### config.mk
export PLATFORM = sky130hd
export DESIGN_NAME = tx_pause_ctrl
export DESIGN_NICKNAME = d
export VERILOG_FILES = /design/src/rtl/tx_pause_pkg.sv /design/src/rtl/tx_pause_cnt.sv /design/src/rtl/tx_pause_pend.sv /design/src/rtl/tx_pause_fsm.sv /design/src/rtl/tx_pause_ctrl.sv
export SDC_FILE = /design/constraint.sdc
export NUM_CORES = 1
export LEC_CHECK = 0
export ABC_AREA = 1
export BUFFER_PORTS_ARGS = -buffer_cell sky130_fd_sc_hd__buf_2
export CAP_MARGIN = 0
export CELL_PAD_IN_SITES_DETAIL_PLACEMENT = 0
export CELL_PAD_IN_SITES_GLOBAL_PLACEMENT = 1
export CORE_UTILIZATION = 45
export CTS_BUF_LIST = sky130_fd_sc_hd__clkbuf_4 sky130_fd_sc_hd__clkbuf_8
export DETAILED_ROUTE_END_ITERATION = 12
export PLACE_DENSITY_LB_ADDON = 0.1
export SYNTH_ARGS = -nofsm -noshare
export SYNTH_HDL_FRONTEND = slang
export SYNTH_HIERARCHICAL = 1
export SYNTH_SLANG_ARGS = --single-unit
### constraint.sdc
create_clock -name clk -period 4.1 [get_ports clk]
set_clock_uncertainty 0.2 [all_clocks]
set_input_delay 0.615 -clock clk [delete_from_list [all_inputs] [get_ports clk]]
set_output_delay 0.615 -clock clk [all_outputs]
set_load 0.02 [all_outputs]
### src/rtl/tx_pause_pkg.sv
package tx_pause_pkg;

    typedef enum logic {
        ST_IDLE = 1'b0,
        ST_HOLD = 1'b1
    } pause_state_t;

    typedef enum logic [2:0] {
        TR_STAY  = 3'd0,
        TR_SKIP  = 3'd1,
        TR_START = 3'd2,
        TR_COUNT = 3'd3,
        TR_CHAIN = 3'd4,
        TR_DONE  = 3'd5
    } pause_trans_t;

    typedef enum logic {
        LVL_BREAK = 1'b0,
        LVL_FILL  = 1'b1
    } hold_lvl_t;

endpackage

### src/rtl/tx_pause_cnt.sv
module tx_pause_cnt #(
    parameter int DW = 16
) (
    input  logic          clk,
    input  logic          rst_n,
    input  logic          load,
    input  logic [DW-1:0] load_val,
    input  logic          dec,
    output logic [DW-1:0] cnt,
    output logic          last
);
    localparam logic [DW-1:0] ONE = DW'(1);

    always_ff @(posedge clk) begin
        if (!rst_n) begin
            cnt <= '0;
        end else if (load) begin
            cnt <= load_val;
        end else if (dec) begin
            cnt <= cnt - ONE;
        end
    end

    assign last = (cnt == ONE);

    // the count never wraps below zero
    a_r3_no_underflow: assert property (@(posedge clk) disable iff (!rst_n)
        dec |-> (cnt != '0));

endmodule

### src/rtl/tx_pause_pend.sv
import tx_pause_pkg::*;

module tx_pause_pend #(
    parameter int DW = 16
) (
    input  logic          clk,
    input  logic          rst_n,
    input  logic          cap,
    input  logic          take,
    input  logic [DW-1:0] cap_delay,
    input  hold_lvl_t     cap_lvl,
    output logic          full,
    output logic [DW-1:0] p_delay,
    output hold_lvl_t     p_lvl
);
    always_ff @(posedge clk) begin
        if (!rst_n) begin
            full    <= 1'b0;
            p_delay <= '0;
            p_lvl   <= LVL_FILL;
        end else if (take) begin
            full    <= 1'b0;
        end else if (cap && !full) begin
            full    <= 1'b1;
            p_delay <= cap_delay;
            p_lvl   <= cap_lvl;
        end
    end

    // a waiting command is never replaced by a later one
    a_r8_keep_first: assert property (@(posedge clk) disable iff (!rst_n)
        (full && !take) |=> (full && $stable(p_delay) && $stable(p_lvl)));

endmodule

### src/rtl/tx_pause_fsm.sv
import tx_pause_pkg::*;

module tx_pause_fsm #(
    parameter int DW = 16
) (
    input  logic          clk,
    input  logic          rst_n,
    input  logic          acc,
    input  logic [DW-1:0] cmd_delay,
    input  hold_lvl_t     cmd_lvl,
    input  logic          tick,
    input  logic [DW-1:0] cnt,
    input  logic          cnt_last,
    input  logic          pend_full,
    input  logic [DW-1:0] pend_delay,
    input  hold_lvl_t     pend_lvl,
    input  logic          tx_bit,
    output logic          cnt_load,
    output logic [DW-1:0] cnt_val,
    output logic          cnt_dec,
    output logic          pend_cap,
    output logic          pend_take,
    output logic          hold,
    output logic          line
);
    pause_state_t state_q, state_d;
    pause_trans_t trans;
    hold_lvl_t    lvl_q, lvl_d;

    logic          src_valid;
    logic [DW-1:0] src_delay;
    hold_lvl_t     src_lvl;
    logic          expire;

    // Source of the next delay at expiry: waiting slot first, then a live strobe
    always_comb begin
        if (pend_full) begin
            src_valid = 1'b1;
            src_delay = pend_delay;
            src_lvl   = pend_lvl;
        end else begin
            src_valid = acc;
            src_delay = cmd_delay;
            src_lvl   = cmd_lvl;
        end
    end

    assign expire = (state_q == ST_HOLD) && tick && cnt_last;

    // Transition selection
    always_comb begin
        trans = TR_STAY;
        unique case (state_q)
            ST_IDLE: begin
                if (acc && (cmd_delay != '0))      trans = TR_START;
                else if (acc)                      trans = TR_SKIP;
                else                               trans = TR_STAY;
            end
            ST_HOLD: begin
                if (!expire)                       trans = TR_COUNT;
                else if (src_valid && (src_delay != '0)) trans = TR_CHAIN;
                else                               trans = TR_DONE;
            end
            default:                               trans = TR_STAY;
        endcase
    end

    // Actions per transition
    always_comb begin
        state_d   = state_q;
        lvl_d     = lvl_q;
        cnt_load  = 1'b0;
        cnt_val   = cmd_delay;
        cnt_dec   = 1'b0;
        pend_cap  = 1'b0;
        pend_take = 1'b0;
        unique case (trans)
            TR_STAY, TR_SKIP: begin
                state_d = ST_IDLE;
            end
            TR_START: begin
                state_d  = ST_HOLD;
                cnt_load = 1'b1;
                cnt_val  = cmd_delay;
                lvl_d    = cmd_lvl;
            end
            TR_COUNT: begin
                state_d  = ST_HOLD;
                cnt_dec  = tick;
                pend_cap = acc && !pend_full;
            end
            TR_CHAIN: begin
                state_d   = ST_HOLD;
                cnt_load  = 1'b1;
                cnt_val   = src_delay;
                lvl_d     = src_lvl;
                pend_take = pend_full;
            end
            TR_DONE: begin
                state_d   = ST_IDLE;
                pend_take = pend_full;
            end
            default: begin
                state_d = ST_IDLE;
            end
        endcase
    end

    // State register
    always_ff @(posedge clk) begin
        if (!rst_n) begin
            state_q <= ST_IDLE;
            lvl_q   <= LVL_FILL;
        end else begin
            state_q <= state_d;
            lvl_q   <= lvl_d;
        end
    end

    // Outputs
    always_comb begin
        hold = (state_q == ST_HOLD);
        line = hold ? lvl_q : tx_bit;
    end

    // while holding, the delay counter is nonzero
    a_r3_hold_nonzero: assert property (@(posedge clk) disable iff (!rst_n)
        hold |-> (cnt != '0));

    // a tick that does not expire the delay removes exactly one unit
    a_r5_one_per_tick: assert property (@(posedge clk) disable iff (!rst_n)
        (hold && tick && !cnt_last) |=> (hold && (cnt == $past(cnt) - DW'(1))));

    // a zero-length command while idle never produces a stall
    a_r6_zero_no_stall: assert property (@(posedge clk) disable iff (!rst_n)
        (!hold && acc && (cmd_delay == '0)) |=> !hold);

    // the held level cannot change before the running delay expires
    a_r4_level_steady: assert property (@(posedge clk) disable iff (!rst_n)
        (hold && !(tick && cnt_last)) |=> (hold && $stable(line)));

    // an accepted nonzero command from idle stalls on the next cycle
    a_r2_start: assert property (@(posedge clk) disable iff (!rst_n)
        (!hold && acc && (cmd_delay != '0)) |=> hold);

endmodule

### src/rtl/tx_pause_ctrl.sv
import tx_pause_pkg::*;

module tx_pause_ctrl #(
    parameter int DW = 16
) (
    input  logic          clk,
    input  logic          rst_n,
    input  logic          cmd_en,
    input  logic          cmd_valid,
    input  logic [DW-1:0] cmd_delay,
    input  logic          cmd_fill,
    input  logic          tick,
    input  logic          tx_bit,
    output logic          line_out,
    output logic          tx_stall
);
    logic          acc;
    hold_lvl_t     cmd_lvl;
    logic          cnt_load, cnt_dec, cnt_last;
    logic [DW-1:0] cnt_val, cnt;
    logic          pend_cap, pend_take, pend_full;
    logic [DW-1:0] pend_delay;
    hold_lvl_t     pend_lvl;

    assign acc     = cmd_valid && cmd_en;
    assign cmd_lvl = cmd_fill ? LVL_FILL : LVL_BREAK;

    tx_pause_cnt #(.DW(DW)) u_cnt (
        .clk      (clk),
        .rst_n    (rst_n),
        .load     (cnt_load),
        .load_val (cnt_val),
        .dec      (cnt_dec),
        .cnt      (cnt),
        .last     (cnt_last)
    );

    tx_pause_pend #(.DW(DW)) u_pend (
        .clk       (clk),
        .rst_n     (rst_n),
        .cap       (pend_cap),
        .take      (pend_take),
        .cap_delay (cmd_delay),
        .cap_lvl   (cmd_lvl),
        .full      (pend_full),
        .p_delay   (pend_delay),
        .p_lvl     (pend_lvl)
    );

    tx_pause_fsm #(.DW(DW)) u_fsm (
        .clk        (clk),
        .rst_n      (rst_n),
        .acc        (acc),
        .cmd_delay  (cmd_delay),
        .cmd_lvl    (cmd_lvl),
        .tick       (tick),
        .cnt        (cnt),
        .cnt_last   (cnt_last),
        .pend_full  (pend_full),
        .pend_delay (pend_delay),
        .pend_lvl   (pend_lvl),
        .tx_bit     (tx_bit),
        .cnt_load   (cnt_load),
        .cnt_val    (cnt_val),
        .cnt_dec    (cnt_dec),
        .pend_cap   (pend_cap),
        .pend_take  (pend_take),
        .hold       (tx_stall),
        .line       (line_out)
    );

    // with commands disabled, an idle controller stays idle
    a_r1_en_gate: assert property (@(posedge clk) disable iff (!rst_n)
        (!tx_stall && !cmd_en) |=> !tx_stall);

    // removing the enable never ends a delay that has not expired
    a_r11_no_abort: assert property (@(posedge clk) disable iff (!rst_n)
        (tx_stall && !cmd_en && !(tick && cnt_last)) |=> tx_stall);

endmodule

======== After elaboration in Yosys (flattened, before gate mapping) ========
Cells that the tools add are included.
storage, ports and cells
  output and inout bits ................... 2
  input port bits ......................... 23
  word-level logic and storage cells ...... 51
  flip-flop bits (word level) ............. 36
operators by class
  eq/ne operators ......................... 5
  add/sub/neg operators ................... 1
  multiplexer cells ....................... 19
  bitwise gates (word level) .............. 3
  reduce and logical (&&, ||, !) cells .... 17
operators with widths
  kind                                                   number
  two-way mux 16 bit                                     4
  nonzero test 16 bit                                    2
  equality test 16 x 1 -> 1 bit (second input constant)  1
  subtractor 16 x 1 -> 16 bit (second input constant)    1
  two-way mux 1 bit                                      11
  logical AND 1 bit                                      7
  equality test 3 x 2 -> 1 bit (second input constant)   2
  equality test 3 bit (second input constant)            2
  two-way mux 3 bit                                      2
  case mux 3 bit (2 select lines)                        1
  OR reduction 2 bit                                     3
  nonzero test 2 bit                                     2
  NOT 1 bit                                              3
  OR reduction 3 bit                                     1
  case mux 1 bit (2 select lines)                        1
  AND reduction 2 bit                                    1
  zero test 1 bit                                        1

======== Logic depth before layout (Yosys ltp) ========
  depth in word-level cells ............... 11
  depth in mapped cells ................... 19
  mapped depth without buffers ............ 16

======== Modules after synthesis ========
The synthesis kept the hierarchy.
by module, submodules not included
  module         area an instance (µm²)  seq. area each (µm²)  instances  cells an instance
  tx_pause_cnt   1123.6                  320.3                 1          172
  tx_pause_pend  748.2                   360.3                 1          110
  tx_pause_fsm   706.9                   40.0                  1          160
  tx_pause_ctrl  7.5                     0.0                   1          2

======== Worst setup path after synthesis ========
Ideal clock, no wire load.
  kind .................................... input port to flip-flop
  from .................................... input port cmd_delay[10]
  to ...................................... register u_pend.p_delay[0]
  cell stages on the path ................. 13
  path slack .............................. 1.660 ns
  arrival time ............................ 2.127 ns
  buffers on the path ..................... 1
  cells stage by stage .................... inv_1 -> o21ai_0 -> nor2_1 -> nand2_1 -> nor2_1 -> nand2_1 -> nand2_2 -> nand4_1 -> nor3_1 -> nand3_4 -> buf_2 -> nor2_1 -> nor2_1
on the way
  elaborated cells on any way between the ends .. 18
  classes of those cells .................. eq/ne (3); mux (7); bitwise (1); reduce/logical (7)
RTL lines
  what                                      RTL line             RTL
  from (decl)                               tx_pause_ctrl.sv:10  input logic [DW-1:0] cmd_delay,
  two-way mux 16 bit                        tx_pause_fsm.sv:37   if (pend_full) begin
  nonzero test 16 bit                       tx_pause_fsm.sv:61   else if (src_valid && (src_delay != '0)) trans = TR_CHAIN;
  logical AND 1 bit                         tx_pause_fsm.sv:61
  two-way mux 1 bit                         tx_pause_fsm.sv:61
  two-way mux 3 bit                         tx_pause_fsm.sv:60   if (!expire) trans = TR_COUNT;
  case mux 3 bit (2 select lines) (*)       tx_pause_fsm.sv:53   unique case (state_q)
  equality test 3 x 2 -> 1 bit (*)          tx_pause_fsm.sv:77   unique case (trans)
  two-way mux 1 bit (*)                     tx_pause_fsm.sv:77
  net pend_cap                              tx_pause_ctrl.sv:21  logic pend_cap, pend_take, pend_full;
  logical AND 1 bit (*)                     tx_pause_pend.sv:23  end else if (cap && !full) begin
  AND reduction 2 bit (no source line) (*)  -
  to (signal assigned)                      tx_pause_pend.sv:25  p_delay <= cap_delay;
  to (decl)                                 tx_pause_pend.sv:13  output logic [DW-1:0] p_delay,
The timed path passes the listed nets; every way through them passes the cells marked *.
A chain may end at the register's enable or synchronous reset.

======== Final worst setup path ========
  from .................................... register u_pend.full
  to ...................................... register u_pend.p_delay[8]
on the way
  elaborated cells on any way between the ends .. 18
  classes of those cells .................. eq/ne (3); mux (7); bitwise (1); reduce/logical (7)
RTL lines
  what                                      RTL line             RTL
  from (decl)                               tx_pause_pend.sv:12  output logic full,
  from (signal assigned)                    tx_pause_pend.sv:18  full <= 1'b0;
  from (signal assigned)                    tx_pause_pend.sv:22  full <= 1'b0;
  from (signal assigned)                    tx_pause_pend.sv:24  full <= 1'b1;
  two-way mux 16 bit                        tx_pause_fsm.sv:37
  nonzero test 16 bit                       tx_pause_fsm.sv:61
  logical AND 1 bit                         tx_pause_fsm.sv:61
  two-way mux 1 bit                         tx_pause_fsm.sv:61
  two-way mux 3 bit                         tx_pause_fsm.sv:60
  case mux 3 bit (2 select lines)           tx_pause_fsm.sv:53
  equality test 3 x 2 -> 1 bit              tx_pause_fsm.sv:77
  two-way mux 1 bit (*)                     tx_pause_fsm.sv:77
  net pend_cap                              tx_pause_ctrl.sv:21
  logical AND 1 bit (*)                     tx_pause_pend.sv:23
  AND reduction 2 bit (no source line) (*)  -
Marks and branches as above.

==> flow_metrics.py <==
metrics = {
    "run_status": {
        "status": "finished, final reports clean",
    },
    "timing": {
        "tightest_slew_ps": 815,
        "finalCritPeriodShare_pct": 79.2,
        "layout_min_cycle_time_ps": 3250,
        "finalHoldViolations": 0,
        "final-setup-viol-count": 0,
        "fmax_mhz": 308,
        "slew_headroom_pct": 45.5,
        "tns_ps": 0,
        "rsz0062_at_grt": "false",
        "maxSlewViolCount": 0,
    },
    "place": {
        "finalWeightedCongestion": 0.859,
        "hpwl_mm": 4.63,
        "io_buffers": 24,
    },
    "cts": {
        "post-cts-setup-buffers": 0,
        "cts.sinks": 36,
        "clock_path_buffers": 2,
        "cts_tree": "done",
        "post_cts_resized": 0,
        "cts_max_level": 2,
        "cts_root_buf": "clkbuf_8",
        "ctsHoldBuffers": 0,
        "numCtsBuffers": 5,
        "clk_pin_slew_worst_paths_ps": 70,
        "clkLatencyLatePin_ps": 290,
    },
    "critical_path": {
        "r2r-end": "u_pend/p_delay[8]",
        "worstSetupStartpoint": "u_pend/full",
        "cp_common_cell": "nand2_1",
        "critPathRequiredTime_ps": 4130,
        "path_class": "reg -> reg",
        "slowest_delay_ps": 490,
        "reg2reg_depth": 13,
        "critical-path-slowest-cell": "dfxtp_1",
        "ff2ff_setup_slack_ps": 850,
        "worstPathCellList": "buf_4 > o21ai_1 > nor2_1 > nand2_1 > nor2_1 > nand2_1 > nand2_2 > nand4_1 > nor3_1 > nand3_4 > nand2_1 > nand2_1 > nor2_1",
        "crit_end": "u_pend/p_delay[8]",
        "cp-end-kind": "flip-flop",
        "cp_num_cells": 13,
        "worstPathArrival_ps": 3280,
        "worst-path-max-fanout": 33,
        "cp_top_family": "simple AND/OR/NAND/NOR gates",
        "r2r_start": "u_pend/full",
        "cp-start-kind": "flip-flop",
        "path_buf_inv": 1,
    },
    "yosys": {
        "synth-xor-area-share_pct": 1.02,
        "synth_compound_area_share_pct": 10.8,
        "yosysWarnings": 6,
        "synth.avg_cell_area_sq_um": 5.82,
        "synth_area_sq_um": 2590,
        "synth_fa_ha_area_share_pct": 0.968,
        "ys_ff_latch": 36,
        "yosys.area_share.simple_pct": 47.4,
        "syn-instance-count": 444,
        "synth_top_family_by_area": "simple AND/OR/NAND/NOR gates",
        "synthMuxAreaShare_pct": 0,
        "synth_nets": 469,
        "ys_seq_area_share_pct": 27.9,
        "yosysUniqueCellTypes": 32,
    },
    "run": {
        "cap_viol_max_count": 0,
    },
    "worst_hold_path": {
        "min_path_type": "reg -> reg",
        "min-delay-start": "u_fsm/lvl_q",
    },
    "pwr": {
        "clkPwrFrac_pct": 31.3,
        "intPower_uw": 599,
        "switching_share_pct": 33.2,
        "leakagePower_uw": 0.00146,
        "vdd_ir_drop_max_mv": 0.151,
        "p_seq_share_pct": 43.2,
        "comb_power_share_pct": 25.5,
        "power_density_nw_per_um2": 321,
        "p_switching_uw": 298,
    },
    "drt": {
        "via_per_inst": 4.83,
        "ant_nets": 0,
        "dr_total_vias": 2579,
        "wirelength_mm": 6.34,
        "drt_iter0_drc": 220,
        "dr.pass1.iters": 5,
        "wire_per_inst_microns": 11.9,
        "drc_errors": 0,
    },
    "floorplanning": {
        "start_util_pct": 47.0,
        "rows": 27,
        "fp.dieH_microns": 77.8,
        "chipWidth_microns": 77.8,
        "coreArea_sq_um": 5510,
        "die_area_sq_um": 6050,
        "ioPinCount": 25,
    },
    "cells_and_area": {
        "area_growth_syn_to_layout_pct": 8.03,
        "layout_common_cells": "177 x nand2_1, 71 x nor2_1, 48 x inv_1, 36 x dfxtp_1, 24 x buf_2",
        "fill_cells": 607,
        "final_common_cell": "nand2_1",
        "post-route-util_pct": 50.7,
        "drive_gt1_share_pct": 12.6,
        "diodes": 0,
        "fin_nets": 486,
    },
    "global_route": {
        "antenna_found_initial": 0,
        "grt-ovfl-total": 0,
        "grt_usage_pct": 22.6,
        "grt_max_degree": 34,
        "grt_pass1_vias": 2258,
        "grt_pass1_wl_mm": 10.6,
    },
}
## cell families (layout without fill, tap and decap cells)
| kind of cell | after synthesis | count (layout) |
|---|---|---|
| AO/OA/AOI/OAI | 45 | 45 |
| XOR/XNOR | 3 | 3 |
| AND/OR/NAND/NOR | 290 | 290 |
| flip-flops | 36 | 36 |
| adder cells (fa/ha/maj) | 2 | 2 |
| buffers and inverters | 68 | 86 |
## through the flow
step	instances	power (uW)	cell area (sq um)	worst slack, ps	hold WS, ps
after detailed placement	526	622	2700	848	247
after CTS	534	906	2790	857	265
after global placement	526	623	2700	915	243
after floorplan	444	566	2590	1660	228
final	534	898	2790	852	261
after global routing	534	950	2790	396	289
## Yosys cell counts
library cell    n  share of area [%]
nand2_2         3               0.73
nand2_4         2               0.87
nand3_1        20                3.9
ha_1            2               0.97
o21ai_1         3               0.58
inv_2           4               0.58
buf_2           5               0.97
xor2_1          3                1.0
a21boi_0        1               0.29
dfxtp_1        36                 28
nand3b_1        1               0.29
o211a_1         1               0.39
nand3_4         1               0.68
a22oi_1         9                2.6
a31oi_1         2               0.48
nor2_8          1               0.77
nor2_4          4                1.7
o21ai_2         5                1.7
o21bai_1        1               0.29
nor2_1         71                 10
nor3_1          1               0.19
buf_4           5                1.5
inv_1          48                7.0
a21oi_1        12                2.3
buf_6           4                1.7
nor2_2          4               0.97
clkbuf_1        2               0.29
nor3b_1         1               0.29
nand4_1         3               0.73
nor4_1          1               0.24
o21ai_0        11                2.1
nand2_1       177                 26
## worst register-to-register path, delay by kind of cell, from the launching register on
kind	cells	cell delay [ps]
and+or+nand+nor	11	2080
AOI/OAI and AO/OA	1	130
buffers and inverters	1	280
DFF	1	490
## power by group through the flow
stage	logic, uW	registers, uW	clock network (uW)
after floorplan	174	392	0
after global placement	227	396	0
after detailed placement	227	395	0
after CTS	228	387	290
after global routing	258	390	301
final	229	388	281
## metal layers
layer	global-route usage, %	share of wire (%)
met5	0	0
met1	31.3	51
met4	8.30	2.0
met2	34.8	44
met3	3.88	3.8
## final cells by class
type / instances / area, sq um / area share (%)
Timing Repair Buffer: 26 / 135 / 4.84
Multi-Input combinational cell: 340 / 1560 / 55.7
Sequential cell: 36 / 721 / 25.8
Tap cell: 72 / 90.1 / 3.22
Clock buffer: 8 / 97.6 / 3.49
Inverter: 52 / 195 / 6.99
## sequential cells by signal, indices dropped and copies added (netlist names)
register and flops:
u_pend/full 1, u_pend/p_lvl 1, u_cnt/cnt 16, u_fsm/hold 1
u_pend/p_delay 16, u_fsm/lvl_q 1
## how the worst min path moves through the flow
stage                             end  depth (start not counted)
after floorplan           u_fsm/lvl_q                          2
after global placement    u_fsm/lvl_q                          2
after detailed placement  u_fsm/lvl_q                          2
after CTS                 u_fsm/lvl_q                          2
after global routing      u_fsm/lvl_q                          2
final                     u_fsm/lvl_q                          2
(Power assumes the default switching activity.)
